$ cat config.mk
export PLATFORM = sky130hd
export DESIGN_NAME = fdt_compare_timer
export DESIGN_NICKNAME = d
export VERILOG_FILES = /design/src/rtl/fdt_pkg.sv /design/src/rtl/fdt_trig_sync.sv /design/src/rtl/fdt_cfg_regs.sv /design/src/rtl/fdt_cnt_core.sv /design/src/rtl/fdt_status.sv /design/src/rtl/fdt_compare_timer.sv
export SDC_FILE = /design/constraint.sdc
export NUM_CORES = 1
export LEC_CHECK = 0
export BUFFER_PORTS_ARGS = -buffer_cell sky130_fd_sc_hd__buf_2
export CAP_MARGIN = 20
export CORE_MARGIN = 2
export CORE_UTILIZATION = 40
export DETAILED_ROUTE_END_ITERATION = 16
export MAX_ROUTING_LAYER = met4
export PLACE_DENSITY = 0.57
export RECOVER_POWER = 50
export SLEW_MARGIN = 40
export SYNTH_ARGS = -nofsm -noshare
export SYNTH_HDL_FRONTEND = slang
export SYNTH_SLANG_ARGS = --single-unit
export TNS_END_PERCENT = 20
$ cat constraint.sdc
create_clock -name clk -period 2.3 [get_ports clk]
set_clock_uncertainty 0.1 [all_clocks]
set_input_delay 0 -clock clk [delete_from_list [all_inputs] [get_ports clk]]
set_output_delay 0 -clock clk [all_outputs]
set_load 0.005 [all_outputs]
$ cat src/rtl/fdt_pkg.sv
package fdt_pkg;
  localparam int NCMP   = 3;
  localparam int NFLAG  = 4;
  localparam int SEL_W  = 2;

  // compare slot indices
  localparam int IDX_A = 0;
  localparam int IDX_B = 1;
  localparam int IDX_C = 2;

  // flag bit positions
  localparam int FLG_TRIG = 0;
  localparam int FLG_A    = 1;
  localparam int FLG_B    = 2;
  localparam int FLG_C    = 3;

  typedef enum logic [SEL_W-1:0] {
    SEL_CMP_A  = 2'd0,
    SEL_CMP_B  = 2'd1,
    SEL_CMP_C  = 2'd2,
    SEL_IRQ_EN = 2'd3
  } cfg_sel_e;
endpackage

$ cat src/rtl/fdt_trig_sync.sv
module fdt_trig_sync #(
  parameter int STAGES = 2
) (
  input  logic clk,
  input  logic rst_n,
  input  logic din,
  output logic fall
);
  localparam int LAST = STAGES;

  logic [LAST:0] sh_q;

  genvar g;
  generate
    for (g = 0; g <= LAST; g++) begin : g_stage
      if (g == 0) begin : g_first
        always_ff @(posedge clk or negedge rst_n) begin
          if (!rst_n) sh_q[g] <= 1'b0;
          else        sh_q[g] <= din;
        end
      end else begin : g_next
        always_ff @(posedge clk or negedge rst_n) begin
          if (!rst_n) sh_q[g] <= 1'b0;
          else        sh_q[g] <= sh_q[g-1];
        end
      end
    end
  endgenerate

  // synchronised value is sh_q[LAST-1]; sh_q[LAST] is its previous value
  assign fall = sh_q[LAST] & ~sh_q[LAST-1];

  // a detected fall means the synchronised level was high and is now low
  p_fall_shape_r3: assert property (@(posedge clk) disable iff (!rst_n)
    fall |=> !sh_q[LAST]);
endmodule

$ cat src/rtl/fdt_cfg_regs.sv
module fdt_cfg_regs
  import fdt_pkg::*;
#(
  parameter int          W     = 16,
  parameter logic [W-1:0] A_RST = '0,
  parameter logic [W-1:0] B_RST = W'(256),
  parameter logic [W-1:0] C_RST = '1
) (
  input  logic                      clk,
  input  logic                      rst_n,
  input  logic                      wr_en,
  input  logic [SEL_W-1:0]          wr_sel,
  input  logic [W-1:0]              wr_data,
  output logic [NCMP-1:0][W-1:0]    cmp_vals,
  output logic [NFLAG-1:0]          irq_en
);
  genvar i;
  generate
    for (i = 0; i < NCMP; i++) begin : g_cmp
      localparam logic [W-1:0] RV = (i == IDX_A) ? A_RST :
                                    (i == IDX_B) ? B_RST : C_RST;
      localparam logic [SEL_W-1:0] MY_SEL = SEL_W'(i);
      logic [W-1:0] val_q;
      always_ff @(posedge clk or negedge rst_n) begin
        if (!rst_n)                         val_q <= RV;
        else if (wr_en && wr_sel == MY_SEL) val_q <= wr_data;
      end
      assign cmp_vals[i] = val_q;
    end
  endgenerate

  always_ff @(posedge clk or negedge rst_n) begin
    if (!rst_n)                                  irq_en <= '0;
    else if (wr_en && wr_sel == SEL_IRQ_EN)      irq_en <= wr_data[NFLAG-1:0];
  end

  // a register not addressed by a write keeps its value
  p_no_stray_write_r9: assert property (@(posedge clk) disable iff (!rst_n)
    !(wr_en && wr_sel == SEL_IRQ_EN) |=> $stable(irq_en));
endmodule

$ cat src/rtl/fdt_cnt_core.sv
module fdt_cnt_core
  import fdt_pkg::*;
#(
  parameter int W = 16
) (
  input  logic                   clk,
  input  logic                   rst_n,
  input  logic                   tick,
  input  logic                   trig,
  input  logic                   start,
  input  logic [NCMP-1:0][W-1:0] cmp_vals,
  output logic [W-1:0]           cnt,
  output logic                   running,
  output logic                   wave,
  output logic [NCMP-1:0]        hit_evt
);
  logic [W-1:0]    cnt_q;
  logic            run_q;
  logic            wave_q;
  logic            cmp_ok;
  logic [NCMP-1:0] hit_raw;

  genvar i;
  generate
    for (i = 0; i < NCMP; i++) begin : g_cmp
      assign hit_raw[i] = (cnt_q == cmp_vals[i]);
    end
  endgenerate

  assign cmp_ok  = run_q & tick & ~trig & ~start;
  assign hit_evt = hit_raw & {NCMP{cmp_ok}};

  always_ff @(posedge clk or negedge rst_n) begin
    if (!rst_n) begin
      cnt_q  <= '0;
      run_q  <= 1'b0;
      wave_q <= 1'b0;
    end else if (trig) begin
      cnt_q  <= '0;
      run_q  <= 1'b1;
      wave_q <= 1'b0;
    end else if (start) begin
      cnt_q  <= '0;
      run_q  <= 1'b1;
    end else if (cmp_ok) begin
      if (hit_evt[IDX_C]) begin
        run_q  <= 1'b0;
        wave_q <= 1'b0;
      end else begin
        cnt_q <= cnt_q + 1'b1;
        if (hit_evt[IDX_A]) wave_q <= 1'b1;
      end
    end
  end

  assign cnt     = cnt_q;
  assign running = run_q;
  assign wave    = wave_q;

  // plain step while running
  p_step_r2: assert property (@(posedge clk) disable iff (!rst_n)
    (run_q && tick && !trig && !start && !hit_raw[IDX_C]) |=> (cnt_q == $past(cnt_q) + 1'b1));

  // trigger restarts from zero with the waveform low
  p_trig_restart_r3: assert property (@(posedge clk) disable iff (!rst_n)
    trig |=> (cnt_q == '0 && run_q && !wave_q));

  // A match without C raises the waveform
  p_wave_rise_r4: assert property (@(posedge clk) disable iff (!rst_n)
    (hit_evt[IDX_A] && !hit_evt[IDX_C]) |=> wave_q);

  // C match halts and lowers the waveform; a halted counter holds
  p_stop_r6: assert property (@(posedge clk) disable iff (!rst_n)
    hit_evt[IDX_C] |=> (!run_q && !wave_q && $stable(cnt_q)));
  p_hold_r6: assert property (@(posedge clk) disable iff (!rst_n)
    (!run_q && !trig && !start) |=> (!run_q && $stable(cnt_q)));

  // start pulse zeroes and runs
  p_start_r12: assert property (@(posedge clk) disable iff (!rst_n)
    (start && !trig) |=> (cnt_q == '0 && run_q && $stable(wave_q)));
endmodule

$ cat src/rtl/fdt_status.sv
module fdt_status
  import fdt_pkg::*;
(
  input  logic             clk,
  input  logic             rst_n,
  input  logic [NFLAG-1:0] evt,
  input  logic             rd,
  input  logic [NFLAG-1:0] irq_en,
  output logic [NFLAG-1:0] flags,
  output logic             irq
);
  logic [NFLAG-1:0] flags_q;

  always_ff @(posedge clk or negedge rst_n) begin
    if (!rst_n) flags_q <= '0;
    else        flags_q <= (rd ? '0 : flags_q) | evt;
  end

  assign flags = flags_q;
  assign irq   = |(flags_q & irq_en);

  // sticky without a read
  p_sticky_r10: assert property (@(posedge clk) disable iff (!rst_n)
    !rd |=> ((flags_q & $past(flags_q)) == $past(flags_q)));

  // read with no event leaves all flags clear
  p_read_clear_r10: assert property (@(posedge clk) disable iff (!rst_n)
    (rd && evt == '0) |=> (flags_q == '0));

  // no flags, no interrupt
  p_irq_quiet_r11: assert property (@(posedge clk) disable iff (!rst_n)
    (flags_q == '0) |-> !irq);
endmodule

$ cat src/rtl/fdt_compare_timer.sv
module fdt_compare_timer
  import fdt_pkg::*;
#(
  parameter int           CNT_W       = 16,
  parameter int           SYNC_STAGES = 2,
  parameter logic [CNT_W-1:0] CMP_A_RST = '0,
  parameter logic [CNT_W-1:0] CMP_B_RST = CNT_W'(256),
  parameter logic [CNT_W-1:0] CMP_C_RST = '1
) (
  input  logic                 clk,
  input  logic                 rst_n,
  input  logic                 carrier_tick,
  input  logic                 trig_in,
  input  logic                 sw_start,
  input  logic                 cfg_wr,
  input  logic [SEL_W-1:0]     cfg_sel,
  input  logic [CNT_W-1:0]     cfg_wdata,
  input  logic                 stat_rd,
  output logic [NFLAG-1:0]     stat_flags,
  output logic [CNT_W-1:0]     cnt_val,
  output logic                 wave_out,
  output logic                 irq
);
  logic                       trig_fall;
  logic [NCMP-1:0][CNT_W-1:0] cmp_vals;
  logic [NFLAG-1:0]           irq_en;
  logic [NCMP-1:0]            hit_evt;
  logic [NFLAG-1:0]           events;
  logic                       running;

  fdt_trig_sync #(.STAGES(SYNC_STAGES)) i_sync (
    .clk  (clk),
    .rst_n(rst_n),
    .din  (trig_in),
    .fall (trig_fall)
  );

  fdt_cfg_regs #(
    .W    (CNT_W),
    .A_RST(CMP_A_RST),
    .B_RST(CMP_B_RST),
    .C_RST(CMP_C_RST)
  ) i_cfg (
    .clk     (clk),
    .rst_n   (rst_n),
    .wr_en   (cfg_wr),
    .wr_sel  (cfg_sel),
    .wr_data (cfg_wdata),
    .cmp_vals(cmp_vals),
    .irq_en  (irq_en)
  );

  fdt_cnt_core #(.W(CNT_W)) i_core (
    .clk     (clk),
    .rst_n   (rst_n),
    .tick    (carrier_tick),
    .trig    (trig_fall),
    .start   (sw_start),
    .cmp_vals(cmp_vals),
    .cnt     (cnt_val),
    .running (running),
    .wave    (wave_out),
    .hit_evt (hit_evt)
  );

  always_comb begin
    events           = '0;
    events[FLG_TRIG] = trig_fall;
    events[FLG_A]    = hit_evt[IDX_A];
    events[FLG_B]    = hit_evt[IDX_B];
    events[FLG_C]    = hit_evt[IDX_C];
  end

  fdt_status i_stat (
    .clk   (clk),
    .rst_n (rst_n),
    .evt   (events),
    .rd    (stat_rd),
    .irq_en(irq_en),
    .flags (stat_flags),
    .irq   (irq)
  );

  // a trigger acted on leaves no compare flag raised in that cycle
  p_trig_prio_r7: assert property (@(posedge clk) disable iff (!rst_n)
    (trig_fall && stat_rd) |=> (stat_flags == 4'b0001));

  // an idle halted counter does not move on carrier ticks
  p_idle_r1: assert property (@(posedge clk) disable iff (!rst_n)
    (!running && !trig_fall && !sw_start && carrier_tick) |=> $stable(cnt_val));
endmodule

==> flow_summary_export.csv <==
group,metric,value,unit
run_status,status,"finished, violations left",
run_status,violations,"capacitance limit, slew limit",
yosys,syn-num-nets,342,
placement,hpwl,6.599,mm
yosys,syn-mean-instance-area,12.12,µm²
yosys,yosys.cell_types.count,40,
yosys,synth.cell_area,3831,µm²
die,die_area,10380,µm²
setup_path,crit_path_end_kind,"flop",
clocking,root_buffer,"clkbuf_8",
yosys,ys_ff_latch,77,
drt,drt_iter0_drc,118,
cells_and_area,final_cell_area,4631,µm²
setup_path,critPathTopFamily,"simple AND/OR/NAND/NOR gates",
setup_path,critPathKind,"reg -> reg",
cells_and_area,area_growth,20.87,%
setup_path,startpoint_type,"flop",
sta,max_freq,0.4612,GHz
setup_path,crit_path_cell_trace,"xor2_1 -> nor4_1 -> and4_1 -> buf_12 -> o21ai_0 -> a21oi_1",
cells_and_area,multi_input_area,1679,µm²
die,start_util,41.27,%
setup_path,cp.required,2.46,ns
cells_and_area,drive_above_1_share,35.19,%
placement,finalWeightedCongestion,0.8325,
sta,finalHoldViolations,0,
clocking,cts_max_path_buffers,2,
grt,antenna_found_initial,0,
drt,ant_nets,0,
pwr,netSwitchingPower,0.8201,mW
hold_path,hold_path_class,"in -> reg",
pwr,p_comb_share,14.5,%
grt,grt_pass1_wl,14.42,mm
cells_and_area,antennaDiodeCount,0,
pwr,p_sw_share,24.86,%
placement,dpl_cell_area,4203,µm²
grt,first_global_vias,2641,
drt,wirelength,8.989,mm
sta,setup_violations,0,
setup_path,path_max_fanout,34,
sta,setup_tns,0,ns
grt,track_usage,19.48,%
cells_and_area,fillers,866,
yosys,synthCells,316,
setup_path,critPathMaxStageDelay,0.51,ns
pwr,clock_power_share,34.3,%
die,chipWidth,101.9,µm
pwr,power.density,712.5,nW/µm²
clocking,cts_resized,0,
clocking,clkLatencyLatePin,0.35,ns
drt,dr.pass1.iters,4,
setup_path,path_buf_inv,1,
sta,finalMaxSlewViolations,77,
die,die_h,101.9,µm
pwr,peakVddDrop,0.2492,mV
job,maxCapViolCount,1,
sta,worst_pin_slew,1.831,ns
setup_path,arrival,2.33,ns
drt,viasPerCell,5.103,
yosys,yosysSeqAreaShare,50.85,%
die,io_pins,47,
pwr,p_leak,1.995,nW
clocking,cts_buffers,9,
sta,period_needed,2.168,ns
die,fp-row-count,35,
sta,layout_worst_path_cycle_share,94.27,%
clocking,cts_sinks,77,
clocking,clk_pin_slew,0.08,ns
cells_and_area,final_nets,416,
pwr,p_int,2.479,mW
yosys,yosys_warnings,0,
cells_and_area,seq_area,1948,µm²
clocking,cts_max_level,3,
die,coreArea,9284,µm²
placement,io_buffers,46,
grt,grt.overflow.total,0,
sta,rsz0062_at_grt,"false",
drt,post_drt_wl_per_cell,17.15,µm
sta,slew-limit-headroom,-22.04,%
pwr,p_seq_share,51.1,%
clocking,cts_tree,"yes",
drt,drc,0,
grt,grt_start_max_net_pins,77,
setup_path,crit_path_top_delay_cell,"nor4_1",
drt,route.vias.total,2674,
## flip-flops by register name, indices dropped and copies added (netlist names)
name	count
i_core.wave	1
i_sync.sh_q	3
i_core.running	1
i_core.cnt	16
i_cfg.irq_en	4
i_stat.flags	4
i_cfg.g_cmp.val_q	48
## cells in the final DEF, fill, tap and decap left out, drive strengths merged, types with 2 or more instances in the layout
| master | count |
|---|---|
| mux2 | 52 |
| or4 | 9 |
| a21o | 2 |
| or2 | 2 |
| nor3 | 3 |
| or3 | 8 |
| and4 | 2 |
| nor2 | 4 |
| dfrtp | 60 |
| a22oi | 2 |
| dlygate4sd3 | 21 |
| o31ai | 5 |
| clkinv | 3 |
| inv | 4 |
| nand3b | 2 |
| clkbuf | 11 |
| nand3 | 7 |
| o21ai | 11 |
| buf | 65 |
| and3 | 2 |
| nand2 | 11 |
| a21oi | 14 |
| bufinv | 2 |
| xnor2 | 24 |
| nor4 | 6 |
| nand4 | 13 |
| dfstp | 17 |
| xor2 | 24 |
## metal layers
metal  routed length, µm  track usage (%)  vias to the layer above
met5                   0                -                        -
met4                 133            7.077                        0
met3                 257            3.010                       12
met2                4262            28.69                       43
met1                4336            27.41                     1337
li1                    -                -                     1282
## logic make-up (layout without fill, tap and decap cells)
group | count (synthesis) | in the layout | synth area share [%]
flops | 77 | 77 | 50.85
simple gates | 72 | 72 | 11.30
mux | 52 | 52 | 15.28
xor+xnor | 48 | 48 | 10.97
compound gates | 38 | 38 | 5.944
buf+inv | 28 | 107 | 5.323
fa+ha+maj | 1 | 1 | 0.3265
## area by class of cell
type | instances | area share [%]
Sequential cell | 77 | 42.07
Multi-Input combinational cell | 211 | 36.26
Timing Repair Buffer | 87 | 13.02
Tap cell | 129 | 3.486
Clock buffer | 10 | 2.972
Clock inverter | 6 | 1.864
Inverter | 4 | 0.3242
## worst register-to-register path: stages (launching register included)
cell	delay, ns
dfrtp_1	0.48
xor2_1	0.22
nor4_1	0.51
and4_1	0.32
buf_12	0.18
o21ai_0	0.11
a21oi_1	0.16
## stage by stage
stage	power [mW]	setup slack (ns)	hold slack [ns]	utilization, %	cells
floorplan	2.020	0.3309	-0.3956	-	316
global placement	2.181	0.1348	0.007999	45.23	487
detailed placement	2.194	0.1320	-0.02555	45.27	487
CTS	3.359	0.1244	0.03104	49.95	524
global route	3.463	0.01349	0.04904	49.88	524
finish	3.299	0.1319	0.04018	49.88	524
## synth_stat cells
master / n / share of area [%]
dfrtp_1: 60 / 39
mux2_2: 52 / 15
xnor2_1: 24 / 5.5
xor2_1: 24 / 5.5
dfstp_2: 17 / 12
a21oi_1: 14 / 1.8
nand4_1: 13 / 2.1
nand2_1: 11 / 1.1
buf_6: 10 / 2.9
o21ai_0: 9 / 1.2
or4_1: 9 / 1.8
or3_1: 8 / 1.3
nand3_1: 6 / 0.78
nor4_1: 6 / 0.98
buf_2: 5 / 0.65
clkbuf_1: 5 / 0.49
o31ai_1: 5 / 0.98
inv_1: 4 / 0.39
nor2_1: 4 / 0.39
nor3_1: 3 / 0.39
a21o_1: 2 / 0.39
a22oi_1: 2 / 0.39
and3_1: 2 / 0.33
buf_4: 2 / 0.39
nand3b_1: 2 / 0.39
o21ai_1: 2 / 0.26
or2_2: 2 / 0.33
a221oi_1: 1 / 0.23
a22o_1: 1 / 0.23
a32o_1: 1 / 0.26
and2_1: 1 / 0.16
and4_1: 1 / 0.23
and4_4: 1 / 0.29
buf_1: 1 / 0.098
clkbuf_8: 1 / 0.36
ha_1: 1 / 0.33
nand3_2: 1 / 0.26
nor2b_1: 1 / 0.16
nor3b_2: 1 / 0.33
o211ai_1: 1 / 0.20
## path summary, 6_finish.rpt
kind	startpoint	to	slack, ns	depth (start not counted)
max	i_core.cnt[14]	i_core.cnt[15]	0.13	6
min	cfg_sel[1]	i_cfg.irq_en[1]	0.04	3
max reg2reg	i_core.cnt[14]	i_core.cnt[15]	0.13	6
min reg2reg	i_sync.sh_q[0]	i_sync.sh_q[1]	0.26	0
max in group asynchronous	rst_n	i_cfg.g_cmp[1].val_q[15]	0.42	2
min in group asynchronous	rst_n	i_core.cnt[6]	0.59	2
## timing repair
item / in CTS / in global routing
hold buffers: 21 / 0
buffers inserted: 0 / 0
hold endpoints to repair: 134 / 0
## power groups by stage
stage                     Clock [mW]  Sequential (mW)  Combinational, mW
final                           1.13             1.69              0.479
after global routing            1.22             1.71              0.533
after CTS                       1.16             1.71              0.490
after detailed placement           0             1.73              0.461
after global placement             0             1.73              0.453
after floorplan                    0             1.69              0.329
Power figures use the tool's default switching activity.
